## config.mk

```make
export PLATFORM = sky130hd
export DESIGN_NAME = pit_channel
export DESIGN_NICKNAME = d
export VERILOG_FILES = /design/src/rtl/pit_pkg.sv /design/src/rtl/pit_ctrl_reg.sv /design/src/rtl/pit_gate_sense.sv /design/src/rtl/pit_count_arith.sv /design/src/rtl/pit_channel.sv
export SDC_FILE = /design/constraint.sdc
export NUM_CORES = 1
export LEC_CHECK = 0
export ABC_AREA = 1
export ABC_CLOCK_PERIOD_IN_PS = 6300
export CAP_MARGIN = 30
export CORE_MARGIN = 4
export CORE_UTILIZATION = 54
export CTS_BUF_LIST = sky130_fd_sc_hd__clkbuf_8
export CTS_CLUSTER_DIAMETER = 30
export DETAILED_ROUTE_END_ITERATION = 10
export DONT_BUFFER_PORTS = 1
export PLACE_DENSITY = 0.69
export SLEW_MARGIN = 0
export SYNTH_ARGS = -nofsm -noshare
export SYNTH_HDL_FRONTEND = slang
export SYNTH_HIERARCHICAL = 1
export SYNTH_SLANG_ARGS = --single-unit
```

## constraint.sdc

```tcl
create_clock -name clk -period 6.3 [get_ports clk]
set_input_delay 0.63 -clock clk [delete_from_list [all_inputs] [get_ports clk]]
set_output_delay 0.63 -clock clk [all_outputs]
set_load 0.02 [all_outputs]
```

## src/rtl/pit_pkg.sv

```systemverilog
package pit_pkg;

  typedef enum logic [2:0] {
    PM_TC_INT    = 3'd0,
    PM_ONESHOT   = 3'd1,
    PM_RATE      = 3'd2,
    PM_SQUARE    = 3'd3,
    PM_SW_STROBE = 3'd4,
    PM_HW_STROBE = 3'd5
  } pit_mode_e;

  localparam logic [5:0] CTRL_RESET = 6'h30;

  // bit 2 set folds codes 6/7 onto 2/3
  function automatic pit_mode_e decode_mode(input logic [5:0] cw);
    if (cw[2]) decode_mode = pit_mode_e'({1'b0, cw[2:1]});
    else       decode_mode = pit_mode_e'(cw[3:1]);
  endfunction

endpackage

```

## src/rtl/pit_ctrl_reg.sv

```systemverilog
module pit_ctrl_reg
  import pit_pkg::*;
(
  input  logic       clk,
  input  logic       rst_n,
  input  logic       wr_i,
  input  logic [5:0] data_i,
  output pit_mode_e  mode_o,
  output logic       bcd_o
);

  logic [5:0] ctrl_q;
  logic [5:0] ctrl_d;

  always_comb begin
    ctrl_d = ctrl_q;
    if (wr_i) ctrl_d = data_i;
  end

  always_ff @(posedge clk or negedge rst_n) begin
    if (!rst_n) ctrl_q <= CTRL_RESET;
    else        ctrl_q <= ctrl_d;
  end

  assign mode_o = decode_mode(ctrl_q);
  assign bcd_o  = ctrl_q[0];

endmodule

```

## src/rtl/pit_gate_sense.sv

```systemverilog
module pit_gate_sense (
  input  logic clk,
  input  logic rst_n,
  input  logic gate_i,
  output logic rise_o
);

  logic gate_q;

  always_ff @(posedge clk or negedge rst_n) begin
    if (!rst_n) gate_q <= 1'b0;
    else        gate_q <= gate_i;
  end

  assign rise_o = gate_i & ~gate_q;

endmodule

```

## src/rtl/pit_count_arith.sv

```systemverilog
module pit_count_arith #(
  parameter int CW = 16,
  localparam int NIB = CW / 4,
  localparam int PW = CW + 1
) (
  input  logic          bcd_i,
  input  logic [CW-1:0] val_i,
  input  logic [CW-1:0] reload_i,
  output logic [CW-1:0] dec_o,
  output logic [PW-1:0] period_o
);

  logic [NIB:0] borrow;
  assign borrow[0] = 1'b1;

  for (genvar g = 0; g < NIB; g++) begin : g_nib
    logic [3:0] nib;
    assign nib           = val_i[4*g +: 4];
    assign borrow[g+1]   = borrow[g] & (nib == 4'd0);
    assign dec_o[4*g +: 4] = !borrow[g] ? nib :
                             (nib == 4'd0) ? (bcd_i ? 4'd9 : 4'hF) : nib - 4'd1;
  end

  // number of ticks one full load of reload_i lasts
  always_comb begin
    logic [PW-1:0] acc;
    logic [PW-1:0] weight;
    acc    = '0;
    weight = PW'(1);
    for (int i = 0; i < NIB; i++) begin
      acc    = acc + (PW'(reload_i[4*i +: 4]) * weight);
      weight = weight * PW'(10);
    end
    if (!bcd_i)
      period_o = (reload_i == '0) ? (PW'(1) << CW) : PW'(reload_i);
    else
      period_o = (reload_i == '0) ? weight : acc;
  end

  function automatic logic all_decimal(input logic [CW-1:0] v);
    all_decimal = 1'b1;
    for (int i = 0; i < NIB; i++)
      if (v[4*i +: 4] > 4'd9) all_decimal = 1'b0;
  endfunction

  always_comb begin
    if (bcd_i && all_decimal(val_i))
      AST_BCD_LEGAL: assert (all_decimal(dec_o)) else $error("BCD digit left range");
  end

endmodule

```

## src/rtl/pit_channel.sv

```systemverilog
module pit_channel
  import pit_pkg::*;
#(
  parameter int CW = 16,
  localparam int PW = CW + 1
) (
  input  logic          clk,
  input  logic          rst_n,
  input  logic          ctrl_wr,
  input  logic [5:0]    ctrl_data,
  input  logic          cnt_wr,
  input  logic [CW-1:0] cnt_data,
  input  logic          tick,
  input  logic          gate,
  output logic          tmr_out,
  output logic          null_flag,
  output logic [CW-1:0] ce_value,
  output logic [2:0]    eff_mode,
  output logic          bcd_mode
);

  pit_mode_e     mode;
  logic          bcd;
  logic          gate_rise;
  logic [CW-1:0] ce_dec;
  logic [PW-1:0] period;
  logic [PW-1:0] half_hi, half_lo;

  logic [CW-1:0] cr_q, cr_d;
  logic [CW-1:0] ce_q, ce_d;
  logic [PW-1:0] hcnt_q, hcnt_d;
  logic          out_q, out_d;
  logic          null_q, null_d;
  logic          run_q, run_d;
  logic          pend_q, pend_d;
  logic          trig_q, trig_d;
  logic          crv_q, crv_d;
  logic          fired_q, fired_d;
  logic          count_en;

  pit_ctrl_reg u_ctrl (
    .clk    (clk),
    .rst_n  (rst_n),
    .wr_i   (ctrl_wr),
    .data_i (ctrl_data),
    .mode_o (mode),
    .bcd_o  (bcd)
  );

  pit_gate_sense u_gate (
    .clk    (clk),
    .rst_n  (rst_n),
    .gate_i (gate),
    .rise_o (gate_rise)
  );

  pit_count_arith #(.CW(CW)) u_arith (
    .bcd_i    (bcd),
    .val_i    (ce_q),
    .reload_i (cr_q),
    .dec_o    (ce_dec),
    .period_o (period)
  );

  assign half_hi = (period + PW'(1)) >> 1;
  assign half_lo = period >> 1;

  always_comb begin
    case (mode)
      PM_ONESHOT, PM_HW_STROBE: count_en = 1'b1;
      default:                  count_en = gate;
    endcase
  end

  always_comb begin
    cr_d    = cr_q;
    ce_d    = ce_q;
    hcnt_d  = hcnt_q;
    out_d   = out_q;
    null_d  = null_q;
    run_d   = run_q;
    pend_d  = pend_q;
    trig_d  = trig_q;
    crv_d   = crv_q;
    fired_d = fired_q;
    if (ctrl_wr) begin
      null_d  = 1'b1;
      run_d   = 1'b0;
      pend_d  = 1'b0;
      trig_d  = 1'b0;
      crv_d   = 1'b0;
      fired_d = 1'b0;
      out_d   = (decode_mode(ctrl_data) == PM_TC_INT) ? 1'b0 : 1'b1;
    end else begin
      if (cnt_wr) begin
        cr_d   = cnt_data;
        null_d = 1'b1;
        crv_d  = 1'b1;
        case (mode)
          PM_TC_INT: begin
            pend_d = 1'b1;
            run_d  = 1'b0;
            out_d  = 1'b0;
          end
          PM_SW_STROBE: begin
            pend_d  = 1'b1;
            run_d   = 1'b0;
            fired_d = 1'b0;
          end
          PM_RATE, PM_SQUARE: if (!run_q) pend_d = 1'b1;
          default: ;
        endcase
      end
      if (gate_rise && crv_q && (mode inside {PM_ONESHOT, PM_RATE, PM_SQUARE, PM_HW_STROBE}))
        trig_d = 1'b1;
      if (tick && !cnt_wr) begin
        if ((mode inside {PM_SW_STROBE, PM_HW_STROBE}) && !out_q)
          out_d = 1'b1;
        if (pend_q || trig_q) begin
          ce_d    = cr_q;
          null_d  = 1'b0;
          run_d   = 1'b1;
          pend_d  = 1'b0;
          trig_d  = 1'b0;
          fired_d = 1'b0;
          hcnt_d  = half_hi;
          out_d   = (mode inside {PM_TC_INT, PM_ONESHOT}) ? 1'b0 : 1'b1;
        end else if (run_q && count_en) begin
          case (mode)
            PM_TC_INT, PM_ONESHOT: begin
              ce_d = ce_dec;
              if (ce_q == CW'(1)) out_d = 1'b1;
            end
            PM_RATE: begin
              if (ce_q == CW'(1)) begin
                ce_d   = cr_q;
                null_d = 1'b0;
                out_d  = 1'b1;
              end else begin
                ce_d = ce_dec;
                if (ce_q == CW'(2)) out_d = 1'b0;
              end
            end
            PM_SQUARE: begin
              ce_d = ce_dec;
              if (hcnt_q == PW'(1)) begin
                if (out_q) begin
                  out_d  = 1'b0;
                  hcnt_d = (half_lo == '0) ? PW'(1) : half_lo;
                end else begin
                  out_d  = 1'b1;
                  hcnt_d = half_hi;
                  ce_d   = cr_q;
                  null_d = 1'b0;
                end
              end else begin
                hcnt_d = hcnt_q - PW'(1);
              end
            end
            default: begin
              ce_d = ce_dec;
              if (ce_q == CW'(1) && !fired_q) begin
                out_d   = 1'b0;
                fired_d = 1'b1;
              end
            end
          endcase
        end
      end
      if ((mode inside {PM_RATE, PM_SQUARE}) && !gate)
        out_d = 1'b1;
    end
  end

  always_ff @(posedge clk or negedge rst_n) begin
    if (!rst_n) begin
      cr_q    <= '0;
      ce_q    <= '0;
      hcnt_q  <= '0;
      out_q   <= 1'b0;
      null_q  <= 1'b1;
      run_q   <= 1'b0;
      pend_q  <= 1'b0;
      trig_q  <= 1'b0;
      crv_q   <= 1'b0;
      fired_q <= 1'b0;
    end else begin
      cr_q    <= cr_d;
      ce_q    <= ce_d;
      hcnt_q  <= hcnt_d;
      out_q   <= out_d;
      null_q  <= null_d;
      run_q   <= run_d;
      pend_q  <= pend_d;
      trig_q  <= trig_d;
      crv_q   <= crv_d;
      fired_q <= fired_d;
    end
  end

  assign tmr_out   = out_q;
  assign null_flag = null_q;
  assign ce_value  = ce_q;
  assign eff_mode  = mode;
  assign bcd_mode  = bcd;

  AST_NULL_ON_WRITE: assert property (@(posedge clk) disable iff (!rst_n)
    (ctrl_wr || cnt_wr) |=> null_flag);

  AST_MODE0_CTRL_LOW: assert property (@(posedge clk) disable iff (!rst_n)
    (ctrl_wr && ctrl_data[3:1] == 3'd0) |=> !tmr_out);

  AST_GATE_LOW_HIGH: assert property (@(posedge clk) disable iff (!rst_n)
    ((mode inside {PM_RATE, PM_SQUARE}) && !gate && !ctrl_wr) |=> tmr_out);

  AST_GATED_HOLD: assert property (@(posedge clk) disable iff (!rst_n)
    (mode == PM_SW_STROBE && !gate && !ctrl_wr && !cnt_wr && !pend_q) |=> $stable(ce_value));

  AST_STROBE_ONE: assert property (@(posedge clk) disable iff (!rst_n)
    ((mode inside {PM_SW_STROBE, PM_HW_STROBE}) && !tmr_out && tick && !ctrl_wr && !cnt_wr)
    |=> tmr_out);

endmodule

```

# Yosys cells after proc, flatten, opt, wreduce, memory -nomap -nowiden
# Index checks and enable logic that the tools add are counted.
# W data, S select, Z words.
[word_totals]
elab_cells = 150
register_bits = 61
in_bits = 28
out_inout_bits = 22
[op_classes]
muxes = 78
bitwise_logic = 5
mul = 3
n_eq_ne = 8
n_addsub = 9
n_reduce_logical = 35
[ops]
columns = ["cell", "n"]
rows = [
  ["$mux W17", 7],
  ["$mux W16", 7],
  ["$mux W1", 49],
  ["$pmux W16 S2", 1],
  ["$mux W4", 7],
  ["$add A17 B1 Y17 const B", 1],
  ["$add A17 B11 Y17", 1],
  ["$add A17 B14 Y17", 1],
  ["$eq A17 B1 Y1 const B", 1],
  ["$logic_not A17 Y1", 1],
  ["$sub A17 B1 Y17 const B", 1],
  ["$eq A16 B1 Y1 const B", 1],
  ["$eq A16 B2 Y1 const B", 1],
  ["$logic_not A16 Y1", 1],
  ["$logic_not A4 Y1", 4],
  ["$sub A4 B1 Y4 const B", 4],
  ["$mux W3", 4],
  ["$reduce_bool A2 Y1", 6],
  ["$mul A4 B7 Y11 const B", 1],
  ["$add A4 B8 Y9", 1],
  ["$mul A4 B5 Y9 const B", 1],
  ["$reduce_or A2 Y1", 4],
  ["$logic_and A1 B1 Y1", 7],
  ["$mul A4 B3 Y7 const B", 1],
  ["15 further kinds", 25],
]

# Logic depth before layout (Yosys ltp)
# Gate-level depths: netlist of the first run.
[logic_depth]
word_depth = 13
ltp_mapped = 34
mapped_depth_nobuf = 34

# Hierarchy
# Netlist of the first run, hierarchy kept.
[by_module_without_submodules]
columns = ["module", "instances", "area_per_inst_um2", "seq_area_each_um2", "cells_each"]
rows = [
  ["pit_channel", 1, 4383.0, 1402.6, 712],
  ["pit_count_arith", 1, 2538.7, 0.0, 389],
  ["pit_ctrl_reg", 1, 171.4, 100.1, 21],
  ["pit_gate_sense", 1, 35.0, 25.0, 3],
]

# Least setup slack after synthesis of the first run
# No wires, ideal clock.
[synth_timing]
path_kind = "register -> register"
from = "reg cr_q[14]"
to = "reg hcnt_q[14]"
slack_ps = 1495
setup_time_ps = 116
n_path_buf = 0
t_arrival_ps = 4689
stages_incl_launch_ff = 29
required_time_ps = 6184
cell_sequence = "dfrtp_1 > fa_1 > inv_1 > fa_1 > inv_1 > ha_1 > a21oi_1 > nand2_1 > xor2_1 > ha_1 > ha_1 > ha_1 > a21o_1 > a31oi_1 > nand3_1 > nand2_1 > o21ai_0 > inv_1 > nand2_1 > nor2_1 > nand2_1 > o21ai_0 > nand2_1 > nand2_1 > nand2_1 > nand3_1 > nand2_1 > nand2_1 > nand2_1"
[synth_via]
elab_chain_cells = 11
elab_cells_between_ends = 14
[synth_lines]
columns = ["element", "line", "text"]
rows = [
  ["start: declaration", "pit_channel.sv:29", "logic [CW-1:0] cr_q, cr_d;"],
  ["start signal: assignment", "pit_channel.sv:188", "cr_q <= cr_d;"],
  ["$mul A4 B7 Y11", "pit_count_arith.sv:31", "acc = acc + (PW'(reload_i[4*i +: 4]) * weight);"],
  ["$add A17 B14 Y17", "pit_count_arith.sv:31", ""],
  ["$mux W17", "pit_count_arith.sv:37", "period_o = (reload_i == '0) ? weight : acc;"],
  ["$mux W17 (*)", "pit_count_arith.sv:34", "if (!bcd_i)"],
  ["via period[10]", "pit_channel.sv:26", "logic [PW-1:0] period;"],
  ["branches (longest 6 deep; another with $add A17 B1 Y17)", "n/a", ""],
  ["$mux W17 (*)", "pit_channel.sv:119", "if (pend_q || trig_q) begin"],
  ["end signal: assignment", "pit_channel.sv:190", "hcnt_q <= hcnt_d;"],
  ["end: declaration", "pit_channel.sv:31", "logic [PW-1:0] hcnt_q, hcnt_d;"],
]
# Mark *: on every way through the listed nets, which the timed path passes. The select of a mux whose other input is x is not followed.
# A chain may end at the register's enable or synchronous reset.

# Worst setup path after layout of the first run
# Ends and elaborated chain as after synthesis.

==> results_dict.tcl, run 1 <==
set metrics [dict create \
    grt_util_all_layers_pct 26.1 \
    detailedPlacementHpwl_mm 14.1 \
    fp.dieArea_mm2 0.0151 \
    critical_path_required_ns 6.57 \
    r2r_end "hcnt_q[14]" \
    postSynth.topFlopCell "sky130_fd_sc_hd__dfrtp_1" \
    port_buffers 0 \
    clockBufferDepth 2 \
    cellLeakagePower_nw 4.14 \
    dieHeight_um 123 \
    share_of_synthesized_area_occupied_by_flip_flops_and_latches_pct 21.4 \
    tritoncts.num_buffers 9 \
    drt-vias-per-instance 5.43 \
    cp_max_fo 9 \
    postSynth.asyncResetShare_pct 100 \
    worst_slew_margin_rel_pct 32.6 \
    final_net_count 1218 \
    grt_start_max_net_pins 61 \
    worstPathBufferInverterCount 3 \
    clk_pin_slew_worst_paths_ns 0.08 \
    proportion_of_layout_cells_with_a_drive_suffix_above_1_pct 4.66 \
    clk_latency_ns 0.38 \
    grt_setup_unrepaired "false" \
    place_area_mm2 0.00725 \
    starting_density_pct 55.8 \
    timing.rr.start "cr_q[14]" \
    routed_wl_mm 18.8 \
    synth_area_mm2 0.00713 \
    tritoncts "built" \
    syn_avg_cell_area_um2 6.34 \
    worst_clock_skew_ns 0.0146 \
    die_x_um 123 \
    finalCoreUtilization_pct 58.5 \
    number_of_drc_violations_after_detailed_routing 0 \
    number_of_global_route_vias_before_repair 6398 \
    critical_path.startpoint_type "register" \
    post-route-period-util_pct 86.6 \
    timing.critical_path.mode_cell "sky130_fd_sc_hd__nand2_1" \
    initial_antenna_violation_count 0 \
    synth-seq-cells 61 \
    detailedRoute.firstPassIterationCount 5 \
    ff2ff_path_depth 28 \
    initialDrtViolationCount 557 \
    vias 7002 \
    yosysTopAreaCellShare_pct 21.1 \
    dominant_delay_contributor_by_cell_family_on_the_critical_path "adder cells" \
    slowest_stage "sky130_fd_sc_hd__fa_1" \
    final_hold_viol_count 0 \
    number_of_clock_sinks 61 \
    num_rows 41 \
    synth_enable_flop_cells 0 \
    core_area_mm2 0.0128 \
    power-per-cell-area_mw_per_mm2 546 \
    flow.area_growth_from_synthesis_pct 4.90 \
    io_pins 50 \
    grt_pass1_wl_mm 31.5 \
    tightest_slew_ns 1.01 \
    cp_data_arrival_time_ns 5.73 \
    fin_tns_setup_ns 0 \
    drt.antenna.violating_nets 0 \
    vdd.ir_drop.worst_v 0.000332 \
    status "completed" \
    synthesis.instances 1125 \
    antennaDiodeCount 0 \
    clock_tree.htree_level_count 3 \
    postCtsSetupRepairBufs 0 \
    timing.critical_path.to_type "register" \
    worst_hold_path_type "primary input to async pin" \
    gp_congestion 0.910 \
    finalWorstPathRequiredPeriod_ns 5.46 \
    cts.root.buffer_cell "sky130_fd_sc_hd__clkbuf_8" \
    area_of_all_placed_cells_without_fillers_mm2 0.00748 \
    synth.distinct_cells 46 \
    whs_ns 0.0866 \
    synth_commonest_cells "sky130_fd_sc_hd__nand2_1 (333), sky130_fd_sc_hd__inv_1 (166), sky130_fd_sc_hd__nor2_1 (110), sky130_fd_sc_hd__a21oi_1 (81), sky130_fd_sc_hd__nand3_1 (77)" \
    synth_largest_area_cell "sky130_fd_sc_hd__dfrtp_1" \
    gr_overflow_total 0 \
    r2r_slack_ns 0.84 \
    final_max_slew_viol_count 0 \
    yosysMostFrequentCell "sky130_fd_sc_hd__nand2_1" \
    post_synth_main_area_contributors "sky130_fd_sc_hd__dfrtp_1 (21%), sky130_fd_sc_hd__nand2_1 (18%), sky130_fd_sc_hd__ha_1 (11%)" \
    fmaxAchievable_mhz 183 \
    critical_path_class "register to register" \
    synth_nets 1231 \
    setup_viol 0 \
    max-cap-violations 0 \
    wl_per_cell_um 14.6 \
    warning_count_from_the_yosys_run 6 \
    delay_contributed_by_the_slowest_stage_of_the_critical_path_ns 0.63 \
]
per-layer routing:
layer  global-route usage [%]  share of wire, %  vias up
met2                     41.2                45      223
met5                        0                 0        -
met4                     6.58               1.3        0
met3                     4.99               6.7       18
li1                         -                 -     3587
met1                     37.0                47     3174
what timing repair did:
item / CTS / global route
resized for setup: 0 / 0
hold buffers: 1 / 0
endpoints found under the setup margin: 0 / 0
hold endpoints to repair: 60 / 0
power breakdown:
part / internal (mW) / total [mW] / switching [mW]
combinational: 1.08 / 2.99 / 1.91
clock: 0.184 / 0.367 / 0.183
sequential: 0.492 / 0.720 / 0.228
total: 1.76 / 4.08 / 2.32
layout make-up:
| type | instances | area [um2] |
|---|---|---|
| fillers | 1240 | 5300 |
| clock inverters | 7 | 75.1 |
| inverters | 170 | 638 |
| multi-input cells | 862 | 4810 |
| clock buffers | 9 | 124 |
| well taps | 172 | 215 |
| repair buffers | 8 | 83.8 |
| flip-flops and latches | 61 | 1530 |
cells by family after synthesis:
| family | after synthesis | share of synthesized area (%) |
|---|---|---|
| simple gates | 571 | 33.8 |
| buf+inv | 202 | 11.1 |
| compound gates | 184 | 14.6 |
| fa+ha+maj | 78 | 15.5 |
| flops | 61 | 21.4 |
| xor+xnor | 29 | 3.56 |
worst register-to-register path: cells and delay by family (launching register included):
kind | cells | cell delay (ns)
AND/OR/NAND/NOR | 13 | 1.05
flip-flops | 1 | 0.53
buffers and inverters | 3 | 0.30
adder cells (fa/ha/maj) | 6 | 2.46
AO/OA/AOI/OAI | 5 | 0.84
XOR/XNOR | 1 | 0.16
flip-flops by register name, summed over array words and instances (netlist names):
signal and cells:
hcnt_q 17, ce_value 16, cr_q 16, u_ctrl/ctrl_q 4, crv_q 1, fired_q 1, null_flag 1, pend_q 1
run_q 1, tmr_out 1, trig_q 1, u_gate/gate_q 1
through the flow:
| step | cells | power [mW] | worst slack [ns] |
|---|---|---|---|
| after floorplan | 1125 | 3.08 | 1.49 |
| after global placement | 1271 | 3.60 | 0.977 |
| after detailed placement | 1272 | 3.66 | 0.909 |
| after CTS | 1289 | 4.06 | 0.914 |
| after global routing | 1289 | 4.59 | 0.384 |
| final | 1289 | 4.08 | 0.845 |
worst max path at each step:
stage,startpoint,endpoint,slack [ns],cells after the start
after global routing,cr_q[14],hcnt_q[14],0.38,29
after global placement,cr_q[14],hcnt_q[14],0.98,28
after CTS,cr_q[14],hcnt_q[14],0.91,28
final,cr_q[14],hcnt_q[14],0.84,28
after floorplan,cr_q[14],hcnt_q[14],1.49,28
after detailed placement,cr_q[14],hcnt_q[14],0.91,28
cells in the final DEF, fill, tap and decap left out, types with 3 or more instances in the layout:
master	instances
sky130_fd_sc_hd__o21ai_1	8
sky130_fd_sc_hd__nor3_1	12
sky130_fd_sc_hd__dfrtp_1	60
sky130_fd_sc_hd__a21oi_1	81
sky130_fd_sc_hd__inv_2	4
sky130_fd_sc_hd__o211ai_1	22
sky130_fd_sc_hd__inv_1	166
sky130_fd_sc_hd__clkinv_4	3
sky130_fd_sc_hd__xnor2_1	7
sky130_fd_sc_hd__nand4_1	17
sky130_fd_sc_hd__nor2_2	7
sky130_fd_sc_hd__o21bai_1	4
sky130_fd_sc_hd__buf_4	6
sky130_fd_sc_hd__xor2_1	22
sky130_fd_sc_hd__ha_1	61
sky130_fd_sc_hd__or2_2	4
sky130_fd_sc_hd__nand2_1	333
sky130_fd_sc_hd__nor2_1	109
sky130_fd_sc_hd__o21ai_0	46
sky130_fd_sc_hd__a31oi_1	6
sky130_fd_sc_hd__fa_1	17
sky130_fd_sc_hd__nand3_1	77
sky130_fd_sc_hd__clkbuf_8	9
Power figures use the tool's default switching activity.
==> run 2, diff against run 1 <==
--- a/config.mk
+++ b/config.mk
@@ -6,15 +6,13 @@
 export NUM_CORES = 1
 export LEC_CHECK = 0
 export ABC_AREA = 1
-export ABC_CLOCK_PERIOD_IN_PS = 6300
 export CAP_MARGIN = 30
 export CORE_MARGIN = 4
 export CORE_UTILIZATION = 54
 export CTS_BUF_LIST = sky130_fd_sc_hd__clkbuf_8
 export CTS_CLUSTER_DIAMETER = 30
 export DETAILED_ROUTE_END_ITERATION = 10
-export DONT_BUFFER_PORTS = 1
-export PLACE_DENSITY = 0.69
+export PLACE_DENSITY = 0.74
 export SLEW_MARGIN = 0
 export SYNTH_ARGS = -nofsm -noshare
 export SYNTH_HDL_FRONTEND = slang
==> run 2 against run 1 <==
Compared with the run above:
- clock power up 11%
- critical endpoint unchanged
- hold slack better by 0.35 ns
- routed wire length down 0.30%
- largest power group unchanged
- clock-buffer cell count unchanged
- flip-flop and latch count unchanged
- largest cell class unchanged
- combinational power up 4%
- sequential power down 8.5%
- die area unchanged
- power up 2.7%
==> results_dict.tcl, run 2 (same netlist as run 1, synthesis figures left out) <==
set metrics [dict create \
    clockBufferDepth 2 \
    cts_repair_resize_count 0 \
    detailedPlacementHpwl_mm 14.0 \
    critical_path_required_ns 6.57 \
    worstPathBufferInverterCount 3 \
    core_area_mm2 0.0128 \
    final_max_slew_viol_count 0 \
    critical_path_class "register to register" \
    drt-vias-per-instance 5.39 \
    vdd.ir_drop.worst_v 0.000337 \
    worst_clock_skew_ns 0.0167 \
    hold_buffers 0 \
    slowest_stage "sky130_fd_sc_hd__fa_1" \
    preCtsSetupSlack_ns 0.904 \
    grt_util_all_layers_pct 26.6 \
    fin_tns_setup_ns 0 \
    delay_contributed_by_the_slowest_stage_of_the_critical_path_ns 0.63 \
    instances_no_fill 1333 \
    fin_ws_ns 0.883 \
    layout.cells.most_common_list "sky130_fd_sc_hd__nand2_1 (333), sky130_fd_sc_hd__inv_1 (166), sky130_fd_sc_hd__nor2_1 (109), sky130_fd_sc_hd__a21oi_1 (81), sky130_fd_sc_hd__nand3_1 (77)" \
    place_area_mm2 0.00772 \
    max-cap-violations 0 \
    timing.critical_path.to_type "register" \
    clk_latency_ns 0.38 \
    multi_input_comb_area_mm2 0.00481 \
    power-per-cell-area_mw_per_mm2 528 \
    gp_congestion 0.956 \
    tritoncts "built" \
    wl_per_cell_um 14.1 \
    finalWorstPathRequiredPeriod_ns 5.42 \
    clock_tree.htree_level_count 3 \
    drt.antenna.violating_nets 0 \
    layout.cells.most_common "sky130_fd_sc_hd__nand2_1" \
    fp.dieArea_mm2 0.0151 \
    numPlacedInstances 1317 \
    postCtsSetupRepairBufs 0 \
    fmaxAchievable_mhz 185 \
    dieHeight_um 123 \
    largest_register "hcnt_q" \
    largest_reg_flops 17 \
    setup_viol 0 \
    num-fill-cells 1203 \
    grt_start_max_net_pins 62 \
    clk_pin_slew_worst_paths_ns 0.08 \
    starting_density_pct 55.8 \
    status "completed" \
    area_of_all_placed_cells_without_fillers_mm2 0.00794 \
    timing.critical_path.mode_cell "sky130_fd_sc_hd__nand2_1" \
    gr_overflow_total 0 \
    number_of_global_route_vias_before_repair 6621 \
    worst_slew_margin_rel_pct 28.8 \
    initial_antenna_violation_count 0 \
    whs_ns 0.438 \
    critical_path.startpoint_type "register" \
    cellLeakagePower_nw 4.30 \
    number_of_drc_violations_after_detailed_routing 0 \
    number_of_clock_sinks 61 \
    cp_max_fo 9 \
    proportion_of_layout_cells_with_a_drive_suffix_above_1_pct 4.31 \
    grt_pass1_wl_mm 32.1 \
    initialDrtViolationCount 549 \
    die_x_um 123 \
    tritoncts.num_buffers 9 \
    final_hold_viol_count 0 \
    final_net_count 1262 \
    seq_area_mm2 0.00153 \
    tightest_slew_ns 1.06 \
    detailedRoute.firstPassIterationCount 5 \
    dominant_delay_contributor_by_cell_family_on_the_critical_path "adder cells" \
    antennaDiodeCount 0 \
    worst_hold_path_type "primary input to async pin" \
    grt_setup_unrepaired "false" \
    flow.area_growth_from_synthesis_pct 11.4 \
    vias 7186 \
    io_pins 50 \
    cts.root.buffer_cell "sky130_fd_sc_hd__clkbuf_8" \
    post-route-period-util_pct 86.0 \
    port_buffers 47 \
    num_rows 41 \
    routed_wl_mm 18.8 \
    cp_data_arrival_time_ns 5.69 \
]
==> run 2: metrics by stage <==
step / util (%) / power, mW
after floorplan: - / 3.08
after global placement: 60.2 / 3.73
after detailed placement: 60.4 / 3.76
after CTS: 62.2 / 4.19
after global routing: 62.2 / 4.75
final: 62.2 / 4.19
==> run 2: area by class of cell <==
class	count	share of cell area (%)
clock inverters	7	1.23
well taps	172	2.71
multi-input cells	862	60.6
clock buffers	9	1.56
inverters	170	8.04
flip-flops and latches	61	19.2
repair buffers	52	6.59
==> run 2: layer usage <==
layer,GRT usage (%),wire (um)
met3,3.66,873
met1,38.8,9290
met5,0,0
met4,9.31,345
met2,40.6,8260
==> run 2: path summary, 6_finish.rpt <==
| path | startpoint | end | slack [ns] | cells after the start |
|---|---|---|---|---|
| setup / recovery | cr_q[14] | hcnt_q[14] | 0.88 | 28 |
| hold / removal | rst_n | ce_value[8] | 0.44 | 2 |
| setup reg to reg | cr_q[14] | hcnt_q[14] | 0.88 | 28 |
| hold reg to reg | crv_q | crv_q | 0.50 | 2 |
| max in group asynchronous | rst_n | hcnt_q[1] | 5.31 | 2 |
| min in group clk | crv_q | crv_q | 0.50 | 2 |
==> run 2: power by group <==
group	internal (mW)	total, mW	switching [mW]
clock	0.224	0.408	0.185
combinational	1.17	3.12	1.96
sequential	0.493	0.659	0.166
==> run 2: worst reg2reg max path, delay by kind of cell (launching register included) <==
family	cells	cell delay [ns]
simple gates	13	1.09
buf+inv	3	0.28
xor+xnor	1	0.17
fa+ha+maj	6	2.47
flops	1	0.52
compound gates	5	0.81
